<file path="src/rtl/wpack_pkg.sv">
package wpack_pkg;
  localparam int unsigned WORD_LANES = 4;
  localparam int unsigned LANE_BITS  = $clog2(WORD_LANES);
  localparam int unsigned WORD_BITS  = 8 * WORD_LANES;
  localparam logic [7:0]  PAD_BYTE   = 8'hFF;

  typedef enum logic [2:0] {
    S_IDLE,
    S_FILL,
    S_REQ,
    S_WAIT,
    S_DONE
  } wp_state_t;
endpackage

</file>
<file path="src/rtl/wpack_lanes.sv">
module wpack_lanes
  import wpack_pkg::*;
(
  input  logic                 clk,
  input  logic                 rst_n,
  input  logic                 clear,
  input  logic                 wr_en,
  input  logic [LANE_BITS-1:0] sel,
  input  logic [7:0]           din,
  output logic [WORD_BITS-1:0] word
);
  for (genvar i = 0; i < WORD_LANES; i++) begin : g_lane
    always_ff @(posedge clk or negedge rst_n) begin
      if (!rst_n) begin
        word[8*i +: 8] <= PAD_BYTE;
      end else if (clear) begin
        word[8*i +: 8] <= PAD_BYTE;
      end else if (wr_en && sel == LANE_BITS'(i)) begin
        word[8*i +: 8] <= din;
      end
    end
  end
endmodule

</file>
<file path="src/rtl/wpack_bound.sv">
module wpack_bound #(
  parameter int unsigned ADDR_W    = 20,
  parameter int unsigned LEN_W     = 16,
  parameter int unsigned DEV_BYTES = 1 << 20
) (
  input  logic [ADDR_W-1:0] addr,
  input  logic [LEN_W-1:0]  len,
  output logic              over
);
  localparam int unsigned SUM_W = ((ADDR_W > LEN_W) ? ADDR_W : LEN_W) + 1;

  logic [SUM_W-1:0] last_excl;

  always_comb begin
    last_excl = SUM_W'(addr) + SUM_W'(len);
    over      = 64'(last_excl) > 64'(DEV_BYTES);
  end
endmodule

</file>
<file path="src/rtl/wpack_ctrl.sv">
module wpack_ctrl
  import wpack_pkg::*;
#(
  parameter int unsigned ADDR_W = 20,
  parameter int unsigned LEN_W  = 16
) (
  input  logic                  clk,
  input  logic                  rst_n,
  input  logic                  start,
  input  logic [ADDR_W-1:0]     st_addr,
  input  logic [LEN_W-1:0]      st_len,
  input  logic                  over,
  input  logic                  in_valid,
  output logic                  in_ready,
  output logic                  wr_en,
  output logic [LANE_BITS-1:0]  lane,
  output logic                  clear,
  output logic                  pg_valid,
  input  logic                  pg_ready,
  output logic [ADDR_W-1:0]     word_addr,
  input  logic                  rsp_valid,
  input  logic                  rsp_fail,
  output logic                  done,
  output logic                  err_io,
  output logic                  err_range,
  output logic [LEN_W-1:0]      committed
);
  localparam int unsigned WA_W = ADDR_W - LANE_BITS;

  wp_state_t            st;
  logic [WA_W-1:0]      waddr;
  logic [LEN_W-1:0]     remain;
  logic [LANE_BITS:0]   inword;
  logic                 take_start;
  logic                 last_byte;

  always_comb begin
    take_start = (st == S_IDLE) && start;
    in_ready   = (st == S_FILL);
    wr_en      = in_ready && in_valid;
    pg_valid   = (st == S_REQ);
    done       = (st == S_DONE);
    clear      = take_start || ((st == S_WAIT) && rsp_valid && !rsp_fail);
    last_byte  = (lane == LANE_BITS'(WORD_LANES - 1)) || (remain == LEN_W'(1));
    word_addr  = {waddr, {LANE_BITS{1'b0}}};
  end

  always_ff @(posedge clk or negedge rst_n) begin
    if (!rst_n) begin
      st        <= S_IDLE;
      waddr     <= '0;
      lane      <= '0;
      remain    <= '0;
      inword    <= '0;
      committed <= '0;
      err_io    <= 1'b0;
      err_range <= 1'b0;
    end else begin
      unique case (st)
        S_IDLE: if (start) begin
          lane      <= st_addr[LANE_BITS-1:0];
          waddr     <= st_addr[ADDR_W-1:LANE_BITS];
          remain    <= st_len;
          inword    <= '0;
          committed <= '0;
          err_io    <= 1'b0;
          err_range <= 1'b0;
          if (st_len == '0) begin
            st <= S_DONE;
          end else if (over) begin
            err_range <= 1'b1;
            st        <= S_DONE;
          end else begin
            st <= S_FILL;
          end
        end
        S_FILL: if (in_valid) begin
          remain <= remain - LEN_W'(1);
          lane   <= lane + LANE_BITS'(1);
          inword <= inword + (LANE_BITS+1)'(1);
          if (last_byte) st <= S_REQ;
        end
        S_REQ: if (pg_ready) st <= S_WAIT;
        S_WAIT: if (rsp_valid) begin
          if (rsp_fail) begin
            err_io <= 1'b1;
            st     <= S_DONE;
          end else begin
            committed <= committed + LEN_W'(inword);
            inword    <= '0;
            lane      <= '0;
            waddr     <= waddr + WA_W'(1);
            st        <= (remain == '0) ? S_DONE : S_FILL;
          end
        end
        S_DONE: st <= S_IDLE;
        default: st <= S_IDLE;
      endcase
    end
  end

  // zero-length start finishes on the next cycle with nothing committed
  assert_zero_len_R9: assert property (@(posedge clk) disable iff (!rst_n)
    (take_start && st_len == '0) |=> (done && committed == '0 && !err_io && !err_range));

  // out-of-range start is refused on the next cycle
  assert_range_reject_R10: assert property (@(posedge clk) disable iff (!rst_n)
    (take_start && st_len != '0 && over) |=> (done && err_range));

  assert_range_quiet_R10: assert property (@(posedge clk) disable iff (!rst_n)
    err_range |-> (!pg_valid && !in_ready));

  // after a failed program nothing more moves
  assert_abort_quiet_R7: assert property (@(posedge clk) disable iff (!rst_n)
    err_io |-> (!pg_valid && !in_ready));

  // committed count never falls inside a transfer
  assert_commit_mono_R8: assert property (@(posedge clk) disable iff (!rst_n)
    !take_start |=> (committed >= $past(committed)));

  // done lasts exactly one cycle
  assert_done_pulse_R11: assert property (@(posedge clk) disable iff (!rst_n)
    done |=> !done);
endmodule

</file>
<file path="src/rtl/wpack_top.sv">
module wpack_top
  import wpack_pkg::*;
#(
  parameter int unsigned ADDR_W    = 20,
  parameter int unsigned LEN_W     = 16,
  parameter int unsigned DEV_BYTES = 1 << 20
) (
  input  logic              clk,
  input  logic              rst_n,
  input  logic              start,
  input  logic [ADDR_W-1:0] st_addr,
  input  logic [LEN_W-1:0]  st_len,
  input  logic              in_valid,
  input  logic [7:0]        in_data,
  output logic              in_ready,
  output logic              pg_valid,
  output logic [ADDR_W-1:0] pg_addr,
  output logic [31:0]       pg_data,
  input  logic              pg_ready,
  input  logic              rsp_valid,
  input  logic              rsp_fail,
  output logic              done,
  output logic              err_io,
  output logic              err_range,
  output logic [LEN_W-1:0]  committed
);
  logic                 over;
  logic                 wr_en;
  logic                 clear;
  logic [LANE_BITS-1:0] lane;
  logic [WORD_BITS-1:0] word;

  wpack_bound #(.ADDR_W(ADDR_W), .LEN_W(LEN_W), .DEV_BYTES(DEV_BYTES)) u_bound (
    .addr (st_addr),
    .len  (st_len),
    .over (over)
  );

  wpack_ctrl #(.ADDR_W(ADDR_W), .LEN_W(LEN_W)) u_ctrl (
    .clk       (clk),
    .rst_n     (rst_n),
    .start     (start),
    .st_addr   (st_addr),
    .st_len    (st_len),
    .over      (over),
    .in_valid  (in_valid),
    .in_ready  (in_ready),
    .wr_en     (wr_en),
    .lane      (lane),
    .clear     (clear),
    .pg_valid  (pg_valid),
    .pg_ready  (pg_ready),
    .word_addr (pg_addr),
    .rsp_valid (rsp_valid),
    .rsp_fail  (rsp_fail),
    .done      (done),
    .err_io    (err_io),
    .err_range (err_range),
    .committed (committed)
  );

  wpack_lanes u_lanes (
    .clk   (clk),
    .rst_n (rst_n),
    .clear (clear),
    .wr_en (wr_en),
    .sel   (lane),
    .din   (in_data),
    .word  (word)
  );

  assign pg_data = word;

  // a pending request is held steady under back-pressure
  assert_req_hold_R6: assert property (@(posedge clk) disable iff (!rst_n)
    (pg_valid && !pg_ready) |=> (pg_valid && $stable(pg_addr) && $stable(pg_data)));

  // stream side and request side are never open together
  assert_side_excl_R6: assert property (@(posedge clk) disable iff (!rst_n)
    !(in_ready && pg_valid));
endmodule

</file>
<file path="config.mk">
export PLATFORM = sky130hd
export DESIGN_NAME = wpack_top
export DESIGN_NICKNAME = d
export VERILOG_FILES = /design/src/rtl/wpack_pkg.sv /design/src/rtl/wpack_lanes.sv /design/src/rtl/wpack_bound.sv /design/src/rtl/wpack_ctrl.sv /design/src/rtl/wpack_top.sv
export SDC_FILE = /design/constraint.sdc
export NUM_CORES = 1
export LEC_CHECK = 0
export ABC_CLOCK_PERIOD_IN_PS = 2450
export CAP_MARGIN = 20
export CORE_MARGIN = 4
export CORE_UTILIZATION = 52
export CTS_CLUSTER_SIZE = 30
export DETAILED_ROUTE_END_ITERATION = 12
export PLACE_DENSITY_LB_ADDON = 0.12
export SLEW_MARGIN = 20
export SYNTH_ARGS = -nofsm -noshare
export SYNTH_HDL_FRONTEND = slang
export SYNTH_SLANG_ARGS = --single-unit
export TNS_END_PERCENT = 10
</file>
<file path="constraint.sdc">
create_clock -name clk -period 2.45 [get_ports clk]
set_input_delay 0.245 -clock clk [delete_from_list [all_inputs] [get_ports clk]]
set_output_delay 0.245 -clock clk [all_outputs]
set_load 0.01 [all_outputs]
</file>
-- After elaboration in Yosys (flattened, before gate mapping)
Index checks and enable logic that the tools add are counted.
- flip-flop bits (word level): 92
- output and inout bits: 73
- logic and storage cells: 107
- add/subtract/negate cells: 6
- order comparisons: 1
- equal/unequal tests: 15
- multiplexer cells: 45
- reduce and logical (&&, ||, !) cells: 28
- operators with widths (cell ; number):
    $mux W16 ; 5
    $mux W8 ; 8
    $pmux W16 S2 ; 2
    $mux W18 ; 3
    $mux W3 ; 13
    $pmux W18 S2 ; 1
    $logic_not A16 Y1 ; 2
    $add A20 B16 Y21 ; 1
    $gt A21 B21 Y1 const B ; 1
    $add A18 B1 Y18 const B ; 1
    $add A16 B3 Y16 ; 1
    $eq A16 B1 Y1 const B ; 1
    $sub A16 B1 Y16 const B ; 1
    $pmux W3 S4 ; 1
    $reduce_bool A2 Y1 ; 6
    $ne A2 B2 Y1 const B ; 5
    $reduce_and A5 Y1 ; 2
    $pmux W3 S3 ; 1
    $logic_and A1 B1 Y1 ; 8
    $mux W2 ; 4
    $reduce_and A4 Y1 ; 2
    $eq A3 B2 Y1 const B ; 2
    $pmux W2 S3 ; 1
    $mux W1 ; 5
    15 further kinds ; 18

-- Longest topological paths before layout
Gate-level depths: netlist of the first run.
- word-level depth: 6
- mapped depth: 10

-- Modules after synthesis
From an unflattened synthesis of the first run, not the netlist that was laid out.
- cell total of the unflattened synthesis: 700
- area, all modules: 6100.9 um^2
- by module, submodules not included (module ; instances ; cells an instance ; area an instance (um^2) ; seq. area each (um^2)):
    wpack_ctrl ; 1 ; 425 ; 3648.5 ; 1501.4
    wpack_lanes ; 1 ; 115 ; 1376.3 ; 840.8
    wpack_bound ; 1 ; 160 ; 1076.0 ; 0.0

-- Worst setup path after synthesis of the first run
Ideal clock, no wire load.
- kind: input to register
- from: input st_addr[0]
- to: register u_ctrl.err_range
- arrival time: 2410 ps
- required time: 2330 ps
- setup slack: -80 ps
- stages on the path: 8
- buffers on the path: 0
- cells stage by stage: ha_1 > fa_1 > a21o_1 > a221oi_2 > mux2_2 > a211oi_4 > nand4_2 > a31o_1
- longest elaborated chain between the ends: 4
- RTL lines (what ; RTL line ; source):
    start: declaration ; wpack_top.sv:11 ; input logic [ADDR_W-1:0] st_addr,
    $add A20 B16 Y21 ; wpack_bound.sv:15 ; last_excl = SUM_W'(addr) + SUM_W'(len);
    $gt A21 B21 Y1 ; wpack_bound.sv:16 ; over = 64'(last_excl) > 64'(DEV_BYTES);
    $mux W1 ; wpack_ctrl.sv:70 ; end else if (over) begin
    $mux W1 ; wpack_ctrl.sv:68 ; if (st_len == '0) begin
    end signal: assignment ; wpack_ctrl.sv:57 ; err_range <= 1'b0;
    end signal: assignment ; wpack_ctrl.sv:67 ; err_range <= 1'b0;
    end signal: assignment ; wpack_ctrl.sv:71 ; err_range <= 1'b1;
    end: declaration ; wpack_ctrl.sv:25 ; output logic err_range,
Every way passes these cells.
A chain may end at the register's enable or synchronous reset.

-- Final worst setup path of the first run
- from: input st_len[3]
- to: register u_ctrl.err_range
- longest elaborated chain between the ends: 4
- elaborated cells on any way between the ends: 5
- classes of those cells: add/sub (1); order compare (1); mux (2); reduce/logical (1)
- RTL lines (what ; RTL line ; source):
    start: declaration ; wpack_top.sv:12 ; input logic [LEN_W-1:0] st_len,
    $add A20 B16 Y21 ; wpack_bound.sv:15 ;
    $gt A21 B21 Y1 ; wpack_bound.sv:16 ;
    $mux W1 ; wpack_ctrl.sv:70 ;
    $mux W1 * ; wpack_ctrl.sv:68 ;
Every way passes the cells marked *; elsewhere a longest branch is shown, timed or not.

==> impl_results.md, run 1 <==
- Drt first-iter violations: 585
- Worst Path Arrival: 2.60 ns
- Routed wire per std cell: between 15 and 20 µm
- First-pass GRT wire length: 28,800 µm
- Max Freq: 0.423 GHz
- Worst min path class: input port to register
- Share of cells above drive strength 1: 19.3%
- Layout net count: 958
- Vias in the first global route: between 5,000 and 6,000
- Total CTS buffers: 9
- Hold depth: 3
- Chip height: 114 µm
- Reg clk slew, reported paths: about 0.070 ns
- Netlist cell types: 72
- Detailed-placement wirelength estimate: roughly 13,000 µm
- CTS tree: yes
- Hold path start: st_addr[0]
- Worst vdd ir: 0.620 mV
- Slew HR: a little under three fifths
- Final Max Slew Viols: 0
- Drt pass-1 iters: 7
- Vias/cell: between 5 and 6
- RSZ-0062 raised after global routing: yes
- M2 GR Usage: between 40% and 50%
- Num rows: 38
- Num ports: 124
- Number of clock sinks: between 90 and 100
- Total Power: 7860 µW
- I/O Buffers: 121
- Post-synth EDFFs: 0
- MaxCap Viol Count: 0
- Cell count after synthesis: about 710
- DRC Markers: 0
- Post-DP Area: 7660 µm²
- Worst Hold Endpoint: u_ctrl.lane[0]
- Post-layout min period: 2.37 ns
- Post-route ant nets: 0
- Fin crit share: 96.6%
- Final instance area: 8150 µm²
- Chip Width: 114 µm
- Later-pin clock latency in the skew report: ~0.35 ns
- Core Area: 10,900 µm²
- Final setup violation count: 0
- Placer Congestion: 0.944
- Worst EP required: 2.68 ns
- Prevailing post-synth register cell: dfrtp_1
- Post-synth ARST share: 100%
- Setup TNS: 0 ns
- Run status: complete, no violations
- Synth Cell Area: 5860 µm²
- Flops & latches, synth: 92
- WS Path Type: input port to register
- PD cells: 964 nW/µm²
- CTS max path bufs: 2
- Most common cell after layout, fill and taps aside: nand2_1
- Fillers: about 840
- Clock root buffer: clkbuf_16
- Worst R2R Start: u_ctrl.remain[10]
- GR Util met1: a little over a third
- Area occupied by multi-input gates: 3500 µm²
- Startpoint types: input port
- Antenna diode count: 0
- Worst r2r path cells: 7
- GRT Total Usage: 27.4%
- Most frequent cells in the layout: 118 x nand2_1, 110 x clkdlybuf4s50_1, 73 x buf_4
- Max FO, Critical Path: 3
- Worst slew pin tran: 0.639 ns
- Routed wire length: 18,000 µm
- Remaining Overflow, GRT: 0
- Reg area: 2340 µm²
- Synthesis-to-layout area growth: 39.1%
- Largest stage delay on the critical path: around 0.52 ns
- Reg-to-reg critical path endpoint: u_ctrl.st[0]
- Setup slack, reg-to-reg: 0.22 ns
- CP bufs+invs: 2
- CP cell instances: clkdlybuf4s50_1 -> ha_2 -> and3_1 -> a221oi_4 -> buf_6 -> o21ai_2 -> a211o_1 -> a21oi_2 -> nand4_2 -> a31o_1
- CP Capture Type: register
- Initial antenna violation count: 0
- Fin. Hold Viols: 0
- M3 GR Usage: 4.18%
- Sequential fraction of the synthesis area: 40.0%
- Initial core utilization: a little over half
- P_leak: approximately 0.0035 µW
- Syn avg cell area: 8.29 µm²
- Yosys warnings: 0
- Via count: a little over 6,000
- Busiest grt layer: met2
- Pin count of the biggest net entering global routing: slightly above 50
- H-tree depth: 3
- Worst clock skew: approximately 0.008 ns
- Die Area: 13,000 µm²
- Top cell family by delay on the critical path: compound AO/OA/AOI/OAI gates
- Crit path max-delay cell type: clkdlybuf4s50_1
synthesized netlist by cell type, types with 6 or more instances:
master    count  share of area (%)
a21oi_1      66                5.6
a31oi_1       7               0.75
and2_1        6               0.64
and3_1       10                1.1
buf_2        11               0.94
clkbuf_1     23                1.5
dfrtp_1      60                 26
dfstp_2      32                 14
ha_1         28                6.0
inv_1        16                1.0
nand2_1     119                7.6
nand3_1      45                3.8
nand4_1       9               0.96
nor2_1       69                4.4
nor3_1       14                1.2
nor4_1        6               0.64
o21ai_0      50                4.3
o22ai_1      10                1.1
or3_1         8               0.85
xnor2_1      13                1.9
cells by family after synthesis:
group,Yosys count,share of synthesized area [%]
muxes,6,1.07
DFF,92,40.0
adders and majority gates,30,6.66
xor gates and xnor gates,18,2.69
buffers and inverters,55,4.01
AOI/OAI and AO/OA,190,20.1
and+or+nand+nor,315,25.4
other,1,0.0640
per-stage QoR:
step	util, %	worst slack [ns]	instances	hold slack [ns]
after global routing	74.5	-0.00386	1022	0.320
after CTS	73.4	0.0102	1021	0.430
after detailed placement	70.1	-0.633	1003	0.258
after global placement	70.0	-0.556	1002	0.246
after floorplan	-	0.0465	708	-0.0506
final	74.5	0.0834	1022	0.311
timing repair:
item                                   in CTS  in global routing
resized for setup                          17                 27
endpoints found under the hold margin      18                  0
buffers inserted                            1                  1
setup endpoints to repair                   3                  3
gates cloned                                0                  0
pin swaps                                   4                  8
hold buffers                                1                  0
cell type report:
class	count	area share, %
flip-flops and latches	92	28.7
multi-input cells	561	43.0
inverters	17	0.783
clock buffers	10	2.81
repair buffers	196	22.0
well taps	140	2.15
clock inverters	6	0.553
power by group:
part	total, µW	internal [µW]	switching, µW
registers	2690	2180	515
logic	3830	1740	2090
clock network	1330	701	632
worst max-delay path by stage:
stage | start | endpoint | slack, ns | cells past startpoint
2_1_floorplan | st_addr[0] | u_ctrl.err_range | 0.05 | 8
3_3_place_gp | st_addr[0] | u_ctrl.err_range | -0.56 | 9
3_5_place_dp | st_addr[0] | u_ctrl.st[0] | -0.63 | 9
4_1_cts | st_addr[2] | u_ctrl.st[0] | 0.01 | 10
5_1_grt | st_len[11] | u_ctrl.err_range | -0.004 | 10
6_report | st_len[3] | u_ctrl.err_range | 0.08 | 10
metal layers:
layer | share of wire, % | wire, µm | vias up
li1 | - | - | 2861
met3 | 5.5 | 1000 | 38
met4 | 2.0 | 368 | 0
met2 | 51 | 9140 | 254
met1 | 42 | 7540 | 2907
met5 | 0 | 0 | -
tightest hold or removal path: cells and delay by family:
kind	cells	cell delay, ns
buf+inv	1	0.14
compound gates	2	0.22
registers in the layout (all words and copies together) (netlist names):
signal / count
u_ctrl.committed: 16
u_ctrl.err_io: 1
u_ctrl.err_range: 1
u_ctrl.inword: 3
u_ctrl.lane: 2
u_ctrl.remain: 16
u_ctrl.st: 3
u_ctrl.waddr: 18
u_lanes.word: 32
Note: power is estimated with default switching activity, not from simulation.
==> run 2, diff against run 1 <==
--- a/config.mk
+++ b/config.mk
@@ -7,7 +7,6 @@
 export LEC_CHECK = 0
 export ABC_CLOCK_PERIOD_IN_PS = 2450
 export CAP_MARGIN = 20
-export CORE_MARGIN = 4
 export CORE_UTILIZATION = 52
 export CTS_CLUSTER_SIZE = 30
 export DETAILED_ROUTE_END_ITERATION = 12
==> impl_results.md, run 2 (synthesis results as in run 1) <==
- Worst min path class: input port to register
- GRT Total Usage: 31.0%
- Top cell family by delay on the critical path: compound AO/OA/AOI/OAI gates
- M3 GR Usage: roughly 5.4%
- DRC Markers: 0
- Chip height: 108 µm
- Largest Register: u_lanes.word
- CP bufs+invs: 2
- Fillers: just under 900
- Worst EP required: 2.73 ns
- Via count: 6,149
- Worst vdd ir: around 0.59 mV
- Number of clock sinks: 92
- Later-pin clock latency in the skew report: 0.39 ns
- Max FO, Critical Path: 3
- CTS max path bufs: 2
- Core Area: 10,900 µm²
- MaxCap Viol Count: 0
- WS Path Type: input port to register
- Post-route ant nets: 0
- CTS tree: yes
- Post-layout min period: about 2.4 ns
- Run status: complete, no violations
- Vias/cell: 6.00
- First-pass GRT wire length: 28,000 µm
- Routed wire per std cell: around 17 µm
- Vias in the first global route: 5,739
- Antenna diode count: 0
- Chip Width: 108 µm
- Most common cell after layout, fill and taps aside: nand2_1
- Clock root buffer: clkbuf_8
- Final setup violation count: 0
- Largest stage delay on the critical path: 0.47 ns
- GR Util met1: approximately two fifths
- Drt first-iter violations: 487
- Startpoint types: input port
- Final Max Slew Viols: 0
- Synthesis-to-layout area growth: 36.4%
- P_leak: 0.00346 µW
- CP cell instances: clkdlybuf4s50_1 -> ha_1 -> nand2_1 -> buf_4 -> o31ai_1 -> a22oi_1 -> mux2i_1 -> a21oi_2 -> nand4_2 -> a31o_1
- Worst Path Arrival: 2.69 ns
- Area occupied by multi-input gates: 3410 µm²
- Max FFs per register: 32
- Most frequent cells in the layout: 119 x nand2_1, 115 x clkdlybuf4s50_1, 77 x buf_4
- Crit path max-delay cell type: clkdlybuf4s50_1
- Worst clock skew: 0.00931 ns
- Placer Congestion: 0.945
- Remaining Overflow, GRT: 0
- PD cells: 950 nW/µm²
- Fin crit share: 98.2%
- Reg clk slew, reported paths: 0.10 ns
- Top Registers: u_lanes.word: 32 flops, u_ctrl.waddr: 18 flops
- Die Area: 11,700 µm²
- Num ports: 124
- Layout net count: 961
- H-tree depth: 3
- Initial antenna violation count: 0
- Fin. Hold Viols: 0
- Max Freq: around 0.42 GHz
- Share of cells above drive strength 1: 18.4%
- Pin count of the biggest net entering global routing: 53
- Busiest grt layer: met2
- I/O Buffers: 121
- Worst slew pin tran: roughly 0.78 ns
- Drt pass-1 iters: 6
- Post-layout util: 73.4%
- Num rows: 38
- Initial core utilization: 53.8%
- Setup TNS: 0 ns
- Routed wire length: 17,900 µm
- Reg area: 2340 µm²
- CP Capture Type: register
- Detailed-placement wirelength estimate: 13,300 µm
- M2 GR Usage: 52.0%
- Total CTS buffers: 9
- Slew HR: 47.7%
## run 2: changes by cell type in the layout (fill, tap and decap cells not counted), moves of 2 or more
| cell | previous run | this run |
|---|---|---|
| clkbuf_8 | 0 | 9 |
| buf_4 | 73 | 77 |
| ha_1 | 18 | 23 |
| clkbuf_16 | 9 | 0 |
| ha_4 | 8 | 3 |
| clkdlybuf4s50_1 | 110 | 115 |
| clkbuf_2 | 2 | 0 |
| dlymetal6s2s_1 | 6 | 2 |
## run 2: worst reg2reg max path: stages (launching register included)
cell	delay, ns
dfrtp_1	0.45
or3_1	0.51
nor4_4	0.32
a41oi_1	0.27
nand2b_1	0.21
a22oi_1	0.16
o21a_1	0.17
o31ai_2	0.06
## run 2: cell type report
cell class / count / area share [%]
multi-input combinational: 561 / 42.7
sequential: 92 / 29.3
timing repair buffer: 199 / 22.6
tap: 140 / 2.19
clock buffer: 9 / 1.55
clock inverter: 7 / 0.845
inverter: 17 / 0.798
## run 2: timing repair
action,in CTS,in global routing
hold endpoints to repair,18,0
gates resized for setup,8,15
endpoints found under the setup margin,3,3
hold buffers,1,0
pin swaps,7,0
buffers inserted,2,0
## run 2: worst paths after layout
| check | from | endpoint | slack [ns] | cells past startpoint |
|---|---|---|---|---|
| max in group asynchronous | rst_n | u_lanes.word[3] | 1.55 | 3 |
| max reg2reg | u_ctrl.remain[10] | u_ctrl.st[0] | 0.21 | 7 |
| min reg2reg | u_ctrl.remain[12] | u_ctrl.remain[12] | 0.49 | 2 |
| max | st_addr[3] | u_ctrl.err_range | 0.04 | 10 |
| min | st_len[1] | u_ctrl.remain[1] | 0.26 | 3 |
| min in group asynchronous | rst_n | u_ctrl.waddr[15] | 0.27 | 2 |
## run 2: stage by stage
step,power [µW],cell area (µm²),cells,setup WS (ns),hold slack (ns)
2_1_floorplan,4820,5880,708,0.0465,-0.0506
3_3_place_gp,6290,7680,1006,-0.519,0.132
3_5_place_dp,6460,7690,1006,-0.555,0.143
4_1_cts,7540,7920,1025,0.00881,0.272
5_1_grt,8090,7990,1025,-0.0334,0.290
6_report,7590,7990,1025,0.0443,0.261
## run 2: power breakdown
| group | switching (µW) | internal (µW) | leakage, µW | total, µW |
|---|---|---|---|---|
| sequential | 548 | 2170 | 0.00109 | 2720 |
| clock | 664 | 397 | 0.000101 | 1060 |
| combinational | 2080 | 1730 | 0.00227 | 3810 |
## run 2: layer usage
layer | wire (µm) | vias to the layer above
met4 | 448 | 0
met1 | 7410 | 2989
li1 | - | 2870
met2 | 8880 | 252
met3 | 1140 | 38
met5 | 0 | -
